[src/rtl/regport_pkg.sv]
package regport_pkg;
  // Default sizing shared by the picker hierarchy.
  localparam int unsigned DEF_N_FU  = 8;
  localparam int unsigned DEF_N_SRC = 2;
  localparam int unsigned DEF_N_DST = 1;

  typedef enum logic {
    PORT_READ  = 1'b0,
    PORT_WRITE = 1'b1
  } port_kind_e;
endpackage

[src/rtl/regport_lowest_first.sv]
// Isolates the lowest set bit of a request vector (index 0 has top priority).
module regport_lowest_first #(
  parameter int unsigned W = 8
) (
  input  logic [W-1:0] req_i,
  output logic [W-1:0] pick_o
);
  logic [W-1:0] below_any;

  // below_any[i] is set when some bit under i is requesting.
  assign below_any[0] = 1'b0;
  for (genvar i = 1; i < W; i++) begin : g_chain
    assign below_any[i] = below_any[i-1] | req_i[i-1];
  end

  assign pick_o = req_i & ~below_any;
endmodule

[src/rtl/regport_lane.sv]
// One independent picker: qualify, mask last grant, prioritise, register.
module regport_lane
  import regport_pkg::*;
#(
  parameter int unsigned N_FU = DEF_N_FU,
  parameter port_kind_e  KIND = PORT_READ
) (
  input  logic            clk_i,
  input  logic            rst_ni,
  input  logic [N_FU-1:0] ready_i,
  input  logic [N_FU-1:0] rel_i,
  output logic [N_FU-1:0] go_o
);
  logic [N_FU-1:0] grant_q;
  logic [N_FU-1:0] eligible;
  logic [N_FU-1:0] grant_d;
  logic            grant_en;

  // Next-state: a unit just granted is held off for one cycle while its
  // latch clears, so the grant stays one cycle wide.
  always_comb begin
    eligible = ready_i & rel_i & ~grant_q;
  end

  regport_lowest_first #(.W(N_FU)) u_pick (
    .req_i  (eligible),
    .pick_o (grant_d)
  );

  assign grant_en = (grant_d != grant_q);

  always_ff @(posedge clk_i or negedge rst_ni) begin
    if (!rst_ni) begin
      grant_q <= '0;
    end else if (grant_en) begin
      grant_q <= grant_d;
    end
  end

  assign go_o = grant_q;

  AST_GRANT_ONEHOT: assert property (@(posedge clk_i) disable iff (!rst_ni)
    $onehot0(grant_q));

  AST_GRANT_QUALIFIED: assert property (@(posedge clk_i) disable iff (!rst_ni)
    1'b1 |=> ((grant_q & ~$past(ready_i & rel_i)) == '0));

  AST_IDLE_NO_GRANT: assert property (@(posedge clk_i) disable iff (!rst_ni)
    ((ready_i & rel_i) == '0) |=> (grant_q == '0));

  AST_SINGLE_CYCLE: assert property (@(posedge clk_i) disable iff (!rst_ni)
    (grant_q != '0) |=> ((grant_q & $past(grant_q)) == '0));
endmodule

[src/rtl/regport_group_picker.sv]
module regport_group_picker
  import regport_pkg::*;
#(
  parameter int unsigned N_FU  = DEF_N_FU,
  parameter int unsigned N_SRC = DEF_N_SRC,
  parameter int unsigned N_DST = DEF_N_DST
) (
  input  logic                  clk_i,
  input  logic                  rst_ni,
  input  logic [N_SRC*N_FU-1:0] rd_ready_i,
  input  logic [N_SRC*N_FU-1:0] rd_rel_i,
  output logic [N_SRC*N_FU-1:0] go_rd_o,
  input  logic [N_DST*N_FU-1:0] wr_ready_i,
  input  logic [N_DST*N_FU-1:0] wr_rel_i,
  output logic [N_DST*N_FU-1:0] go_wr_o
);
  localparam int unsigned RD_W = N_SRC * N_FU;
  localparam int unsigned WR_W = N_DST * N_FU;

  for (genvar s = 0; s < N_SRC; s++) begin : g_src
    regport_lane #(.N_FU(N_FU), .KIND(PORT_READ)) u_lane (
      .clk_i   (clk_i),
      .rst_ni  (rst_ni),
      .ready_i (rd_ready_i[s*N_FU +: N_FU]),
      .rel_i   (rd_rel_i[s*N_FU +: N_FU]),
      .go_o    (go_rd_o[s*N_FU +: N_FU])
    );
  end

  for (genvar d = 0; d < N_DST; d++) begin : g_dst
    regport_lane #(.N_FU(N_FU), .KIND(PORT_WRITE)) u_lane (
      .clk_i   (clk_i),
      .rst_ni  (rst_ni),
      .ready_i (wr_ready_i[d*N_FU +: N_FU]),
      .rel_i   (wr_rel_i[d*N_FU +: N_FU]),
      .go_o    (go_wr_o[d*N_FU +: N_FU])
    );
  end

  AST_RESET_QUIET: assert property (@(posedge clk_i)
    !rst_ni |=> (go_rd_o == {RD_W{1'b0}} && go_wr_o == {WR_W{1'b0}}));
endmodule

[config.mk]
export PLATFORM = sky130hd
export DESIGN_NAME = regport_group_picker
export DESIGN_NICKNAME = d
export VERILOG_FILES = /design/src/rtl/regport_pkg.sv /design/src/rtl/regport_lowest_first.sv /design/src/rtl/regport_lane.sv /design/src/rtl/regport_group_picker.sv
export SDC_FILE = /design/constraint.sdc
export NUM_CORES = 1
export LEC_CHECK = 0
export BUFFER_PORTS_ARGS = -buffer_cell sky130_fd_sc_hd__buf_2
export CORE_MARGIN = 1
export CORE_UTILIZATION = 30
export CTS_CLUSTER_DIAMETER = 200
export DETAILED_ROUTE_END_ITERATION = 6
export MAX_ROUTING_LAYER = met4
export PLACE_DENSITY = 0.63
export SLEW_MARGIN = 25
export SYNTH_ARGS = -nofsm -noshare
export SYNTH_HDL_FRONTEND = slang
export SYNTH_SLANG_ARGS = --single-unit
[constraint.sdc]
create_clock -name clk_i -period 0.85 [get_ports clk_i]
set_input_delay 0.0425 -clock clk_i [delete_from_list [all_inputs] [get_ports clk_i]]
set_output_delay 0.0425 -clock clk_i [all_outputs]
set_load 0.01 [all_outputs]
# After elaboration in Yosys (flattened, before gate mapping)
# Index checks and enable logic that the tools add are counted.
# totals
reg_bits	24
elab_cells	39
output_inout_bits	24
# op_classes
eq_ne	3
bitwise_logic	33
# ops
cell	count
AND 8 bit	9
inverter 8 bit	6
!= test 8 bit	3
OR 1 bit	18

# Logic depth before layout (Yosys ltp)
# Gate-level depths: netlist (run 1).
# logic_depth
ltp_word	11
depth_mapped	3

# Hierarchy
# A second synthesis (run 1) with hierarchy kept.
# hier_totals
hier_cells	102
area_unflattened_um2	1141.1
# modules_own_cells
mod	instances	area_each_um2	cells_per_inst
regport_lane	3	300.3	24
regport_lowest_first	3	80.1	10

# Worst setup path before layout (run 1)
# Ideal clock, no wire load.
# synth_path
path_type	reg-to-reg
from	register g_dst[0].u_lane.grant_q[2]
to	register g_dst[0].u_lane.grant_q[7]
setup_time_ns	0.096
t_arrival_ns	0.896
path_stages_with_launch	4
required_time_ns	0.754
path_slack_ns	-0.141
path_buffers	0
path_cell_list	dfrtp_1 nand3b_4 nand4_4 nor4_2
# synth_via
elab_chain_cells	10
# synth_lines
element	line_no	rtl
start: declaration	regport_lane.sv:14	logic [N_FU-1:0] grant_q;
start signal: assignment	regport_lane.sv:36	grant_q <= grant_d;
inverter 8 bit	regport_lane.sv:22	eligible = ready_i & rel_i & ~grant_q;
AND 8 bit	regport_lane.sv:22	
OR 1 bit (5 in series)	regport_lowest_first.sv:13	assign below_any[i] = below_any[i-1] | req_i[i-1];
inverter 8 bit	regport_lowest_first.sv:16	assign pick_o = req_i & ~below_any;
AND 8 bit	regport_lowest_first.sv:16	
!= test 8 bit	regport_lane.sv:30	assign grant_en = (grant_d != grant_q);
# Parallel ways exist; a longest one is shown, timed or not.
# A chain may end at the register's enable or synchronous reset.

# Worst setup path in the final report (run 1)
# layout_path
from	register g_dst[0].u_lane.grant_q[5]
to	register g_dst[0].u_lane.grant_q[7]
# layout_via
elab_chain_cells	7
# layout_lines
element	line_no
inverter 8 bit	regport_lane.sv:22
AND 8 bit	regport_lane.sv:22
OR 1 bit (2 in series)	regport_lowest_first.sv:13
inverter 8 bit	regport_lowest_first.sv:16
AND 8 bit	regport_lowest_first.sv:16
!= test 8 bit	regport_lane.sv:30
# Parallel ways exist; a longest one is shown, timed or not.

==> out/results.txt, run 1 <==
Status = finished, violations left
RSZ-0062 raised after global routing = true
Initial antenna violation count = 0
Die W = 64.3 um
Post-Syn Instances = 84
Layout cells sized above 1 = 72.9%
Final Hold Vio Count = 0
CP peak stage delay = 0.34 ns
IO Pins = 74
Initial Utilization = 31.5%
Most common cell in the netlist = dfrtp_1
CTS buffer count = 3
GR Util All Layers = 14.6%
Hold depth = 3
Worst-Margin Slew = 0.532 ns
Vias in the first global route = 1062
Drt wl/cell = 12.2 um
Non-filler cells, final = 218
Post-synth ARST share = 100%
Total Wirelength = 2670 um
Worst R2R Path Depth = 3
Post-DRT Antenna Nets = 0
CTS tree = done
Min-Delay Startpoint = rd_rel_i[4]
Worst hold path endpoint = g_src[0].u_lane.go_o[4]$_DFFE_PN0P_
Sequential-to-total area share from yosys stat = 51.6%
Tot Pwr = 2.44 mW
DR vias/cell = 4.48
Worst vdd ir = 0.000628 V
Fmax = 1040 MHz
CP max FO = 2
Initial DRC Count = 18
CTS sink cnt = 24
Rel. slew slack = 64.5%
Tmin final = 0.964 ns
Final setup viols = 16
CP cell instances = nand3b_1 > nand4b_1 > nor4_2
Drt first pass iters = 4
Slew Viols, Final = 0
Longest Clk Path Bufs = 2
DR vias = 976
Cell Area, Synth = 1160 um^2
Largest net degree at the start of global routing = 25
CTS HTree Levels = 1
Most frequent cells after synthesis = dfrtp_1, nand3b_4, nand2_1, nor2_1, nor3_1
Syn avg cell area = 13.9 um^2
Core box area = 3690 um^2
Port Buffers = 73
Worst Path Required = 1.01 ns
Synth top area share = 51.6%
Failing checks = setup timing
Final hold slack = 0.0315 ns
Dpl cells = 209
FF-to-FF Start = g_dst[0].u_lane.go_o[5]$_DFFE_PN0P_
Setup Skew = 0.00584 ns
Post-synth cell types = 12
Reg2reg setup slack = -0.11 ns
Flops & latches, synth = 24
# diodes = 0
Synth top area cells = dfrtp_1, nand3b_4, nand4_4, nor3_1, nor4_2
Crit Reg-Reg Endpoint = g_dst[0].u_lane.go_o[7]$_DFFE_PN0P_
Hold WC Path Type = in2reg
DIE HEIGHT = 64.3 um
Crit path DAT = 1.12 ns
Post-synth top area cell = dfrtp_1
Total global routing overflow = 0
Startpoint types = flop
Reg clk slew, reported paths = 0.08 ns
Final RePlAce weighted congestion = 0.757
Worst-skew pair later-pin latency = 0.26 ns
Final setup TNS = -1.12 ns
DP Worst Slack = -0.108 ns
FP Rows = 22
Total of max-cap violations = 0
Path type of the worst setup path = reg2reg
Area Growth Syn to Fin = 55.9%
Main synth FF type = dfrtp_1
First-pass GRT wire length = 4600 um
Final setup margin = -0.114 ns
Warnings, synthesis = 0
Synth Net Count = 134
EDFF count, synth = 0
Final cycle utilization of the critical path = 113%
Die Area = 4130 um^2
DRC errors left = 0
Setup crit end kind = flop
Final nets = 222
HPWL after DPL = 2100 um
Power Dens Cells = 1350 nW/um^2
Root Buffer Master = clkbuf_8
Slowest cell on the critical path = dfrtp_1
Pleak = 1.04 nW
[report_power, final]
group | total [mW] | internal [mW] | switching, mW
sequential | 1.22 | 1.19 | 0.0287
clock | 0.646 | 0.316 | 0.330
combinational | 0.574 | 0.296 | 0.279
total | 2.44 | 1.81 | 0.638
[critical path: cells and delay by family, from the launching register on]
kind / cells / cell delay (ns)
DFF: 1 / 0.34
and+or+nand+nor: 3 / 0.52
[timing repair]
item                                    in CTS  in global routing
resized for setup                           17                 11
setup buffers                                2                  3
hold buffers                                 1                  0
endpoints found under the setup margin      18                 36
pin swaps                                    7                  7
hold endpoints to repair                    24                  0
[per-stage QoR]
step           area (um^2)  util (%)
3_3_place_gp          1620      43.9
6_report              1810      49.2
2_1_floorplan         1160         -
4_1_cts               1760      47.7
3_5_place_dp          1620      43.9
5_1_grt               1810      49.2
[cell usage in the layout (no fill, tap or decap), types with 3 or more instances in the layout]
cell      count
buf_2        71
dfrtp_1      24
nand3b_4     12
nor2_1        7
nor3_2        7
buf_4         6
buf_6         5
nand2_2       4
nand4_4       3
nand2_1       3
nand3b_1      3
nor3b_2       3
nand4b_1      3
nor4_2        3
clkbuf_8      3
[worst max-delay path by stage]
| stage | start | endpoint | slack, ns | depth (start not counted) |
|---|---|---|---|---|
| 2_1_floorplan | g_dst[0].u_lane.go_o[5]$_DFFE_PN0P_ | g_dst[0].u_lane.go_o[7]$_DFFE_PN0P_ | -0.11 | 3 |
| 3_3_place_gp | g_src[0].u_lane.go_o[5]$_DFFE_PN0P_ | g_src[0].u_lane.go_o[7]$_DFFE_PN0P_ | -0.05 | 3 |
| 3_5_place_dp | g_src[0].u_lane.go_o[5]$_DFFE_PN0P_ | g_src[0].u_lane.go_o[7]$_DFFE_PN0P_ | -0.11 | 3 |
| 4_1_cts | g_dst[0].u_lane.go_o[5]$_DFFE_PN0P_ | g_dst[0].u_lane.go_o[7]$_DFFE_PN0P_ | -0.14 | 3 |
| 5_1_grt | g_src[0].u_lane.go_o[0]$_DFFE_PN0P_ | g_src[0].u_lane.go_o[7]$_DFFE_PN0P_ | -0.18 | 3 |
| 6_report | g_dst[0].u_lane.go_o[5]$_DFFE_PN0P_ | g_dst[0].u_lane.go_o[7]$_DFFE_PN0P_ | -0.11 | 3 |
[flip-flops by register name (all words and copies together), names as in the netlist]
register           cells
g_dst.u_lane.go_o      8
g_src.u_lane.go_o     16
[routing by layer]
metal  wire [um]  vias to the layer above  global-route usage, %
met5           0                        -                      -
met4           6                        0                   3.33
met3         142                        2                   2.14
met2        1470                       33                   27.2
met1        1050                      465                   16.2
li1            -                      476                      -
[layout make-up]
cell class | count | area, um^2
Clock buffer | 3 | 41.3
Fill cell | 349 | 1870
Inverter | 3 | 11.3
Tap cell | 48 | 60.1
Multi-Input combinational cell | 57 | 634
Timing Repair Buffer | 83 | 467
Sequential cell | 24 | 601
[cell families (layout without fill, tap and decap cells)]
family	after synthesis	in the layout	synth area share (%)
buffers and inverters	3	89	0.968
AND/OR/NAND/NOR	57	57	47.4
flip-flops	24	24	51.6
No activity file was read; power rests on OpenSTA's default activity.
==> run 2, diff against run 1 <==
==> constraint.sdc (replaced) <==
create_clock -name clk_i -period 0.85 [get_ports clk_i]
set_input_delay 0.0425 -clock clk_i [delete_from_list [all_inputs] [get_ports clk_i]]
set_output_delay 0.0425 -clock clk_i [all_outputs]
set_load 0.1 [all_outputs]
==> run 2 against run 1 <==
  * The run still ends with setup timing left
  * Utilization up 20 points
  * Global-route usage up 2.9 points
  * Total power up 32%
  * Cell area up 40%
  * Wire length up 21%
  * Sequential power up 3%
  * First-iteration DRC count down 17%
  * Fmax down 11%
  * Hold slack worse by 0.0016 ns
  * Sequential share of layout area down 6.5 points
  * Critical endpoint is now g_src[0].u_lane.go_o[7]$_DFFE_PN0P_
  * Highest routed layer unchanged
==> out/results.txt, run 2 (synthesis results as in run 1) <==
Status = finished, violations left
Failing checks = setup timing
Final setup viols = 46 (+30)
Fmax = 926 MHz (-11%)
Slew Viols, Final = 0 (unchanged)
FP Rows = 22 (unchanged)
Root Buffer Master = clkbuf_8
Drt wl/cell = 13.2 um (+7.7%)
Max reg flops = 16 (unchanged)
Port Buffers = 73 (unchanged)
Tmin final = 1.08 ns (+0.117 ns)
Tot Pwr = 3.23 mW (+32%)
IO Pins = 74 (unchanged)
Final nets = 248 (+12%)
Dpl cells = 229 (+9.6%)
Worst Path Required = 1.02 ns (about the same)
Vias in the first global route = 1188 (+12%)
First-pass GRT wire length = 5430 um (+18%)
Startpoint types = flop
Total of max-cap violations = 0 (unchanged)
Hold WC Path Type = in2reg
CTS HTree Levels = 1 (unchanged)
Total Wirelength = 3220 um (+21%)
# fillers = 268 (-23%)
Worst vdd ir = 0.000972 V (+55%)
# diodes = 0 (unchanged)
Path type of the worst setup path = reg2reg
CP max FO = 4 (+2)
Initial antenna violation count = 0 (unchanged)
HPWL after DPL = 2480 um (+18%)
Setup crit end kind = flop
DR vias = 1090 (+12%)
Reg clk slew, reported paths = 0.08 ns (about the same)
Setup Skew = 0.00406 ns (-0.00178 ns)
Non-filler cells, final = 244 (+12%)
Post-route cell area = 2540 um^2 (+40%)
Total global routing overflow = 0 (unchanged)
Drt first pass iters = 2 (-2)
Largest net degree at the start of global routing = 25 (unchanged)
DRC errors left = 0 (unchanged)
Initial Utilization = 31.5% (unchanged)
RSZ-0062 raised after global routing = true
DR vias/cell = 4.47 (-0.22%)
Pleak = 1.23 nW (+18%)
Final cycle utilization of the critical path = 127% (+14 points)
Most frequent cells in the layout = buf_2, buf_6, buf_12
Power Dens Cells = 1270 nW/um^2 (-5.6%)
Final RePlAce weighted congestion = 0.834 (+10%)
Crit path DAT = 1.25 ns (+0.13 ns)
Reg2reg setup slack = -0.23 ns (-0.12 ns)
Final setup margin = -0.230 ns (-0.117 ns)
Final Hold Vio Count = 0 (unchanged)
Layout cells sized above 1 = 91.3% (+18 points)
Commonest non-fill, non-tap cell in the layout = buf_2
Die W = 64.3 um (unchanged)
Rel. slew slack = 63.0% (-1.5 points)
Final hold slack = 0.0299 ns (-0.00159 ns)
Worst-Margin Slew = 0.555 ns (+0.0230 ns)
CTS sink cnt = 24 (unchanged)
Longest Clk Path Bufs = 2 (unchanged)
GR Util All Layers = 17.5% (+2.9 points)
DIE HEIGHT = 64.3 um (unchanged)
Initial DRC Count = 15 (-3)
CTS tree = done
CTS buffer count = 3 (unchanged)
Worst-skew pair later-pin latency = 0.26 ns (about the same)
Die Area = 4130 um^2 (unchanged)
Core box area = 3690 um^2 (unchanged)
Post-DRT Antenna Nets = 0 (unchanged)
Placed Area = 2230 um^2 (+38%)
Area Growth Syn to Fin = 119%
==> run 2: cell count changes in the layout (fill, tap and decap cells not counted), moves of 6 or more <==
cell / before / now
dfrtp_4: 0 / 18
dfrtp_1: 24 / 0
buf_6: 5 / 30
buf_2: 71 / 49
buf_12: 0 / 24
dfrtp_2: 0 / 6
==> run 2: cell type report <==
class | instances | area (um^2) | share of cell area, %
Multi-Input combinational cell | 57 | 642 | 25.2
Clock buffer | 3 | 41.3 | 1.62
Sequential cell | 24 | 676 | 26.6
Timing Repair Buffer | 109 | 1110 | 43.7
Tap cell | 48 | 60.1 | 2.36
Inverter | 3 | 13.8 | 0.541
==> run 2: path summary, 6_finish.rpt <==
| check | start | endpoint | cells past startpoint |
|---|---|---|---|
| worst max-delay path | g_src[0].u_lane.go_o[0]$_DFFE_PN0P_ | g_src[0].u_lane.go_o[7]$_DFFE_PN0P_ | 3 |
| worst min-delay path | rd_rel_i[7] | g_src[0].u_lane.go_o[7]$_DFFE_PN0P_ | 3 |
| worst max register to register | g_src[0].u_lane.go_o[0]$_DFFE_PN0P_ | g_src[0].u_lane.go_o[7]$_DFFE_PN0P_ | 3 |
| worst min register to register | g_dst[0].u_lane.go_o[4]$_DFFE_PN0P_ | g_dst[0].u_lane.go_o[4]$_DFFE_PN0P_ | 2 |
| max in group asynchronous | rst_ni | g_src[0].u_lane.go_o[6]$_DFFE_PN0P_ | 2 |
| min in group asynchronous | rst_ni | g_dst[0].u_lane.go_o[6]$_DFFE_PN0P_ | 2 |
==> run 2: metal layers <==
metal	global-route usage, %	up-vias	wire, um	share of wire (%)
met5	-	-	0	0
met4	6.67	0	34	1.1
met3	3.21	2	221	6.9
met2	29.2	41	1700	53
met1	20.8	524	1260	39
li1	-	523	-	-
==> run 2: worst max-delay path, stage by stage (launching register included) <==
cell	delay, ns
dfrtp_4	0.42
nand3b_4	0.16
nand4_4	0.15
nor4_2	0.26
==> run 2: power breakdown <==
part	total, mW	switching [mW]	leakage [nW]	internal [mW]
Combinational	1.30	0.721	0.927	0.580
Clock	0.671	0.354	0.0216	0.317
Sequential	1.26	0.0388	0.284	1.22
Total	3.23	1.11	1.23	2.12
==> run 2: metrics by stage <==
step / TNS (ns) / utilization (%) / setup WS [ns]
floorplan: -6.26 / - / -0.381
global route: -9.42 / 69.0 / -0.278
detailed placement: -2.12 / 60.4 / -0.189
finish: -7.93 / 69.0 / -0.230
global placement: -1.74 / 60.4 / -0.172
CTS: -7.41 / 66.2 / -0.228
==> run 2: repair_timing <==
item | in CTS | in global routing
pin swaps | 10 | 11
endpoints found under the hold margin | 24 | 0
gates cloned | 0 | 0
gates resized for setup | 34 | 15
setup endpoints to repair | 45 | 45
hold buffers | 1 | 0
buffers inserted | 4 | 7
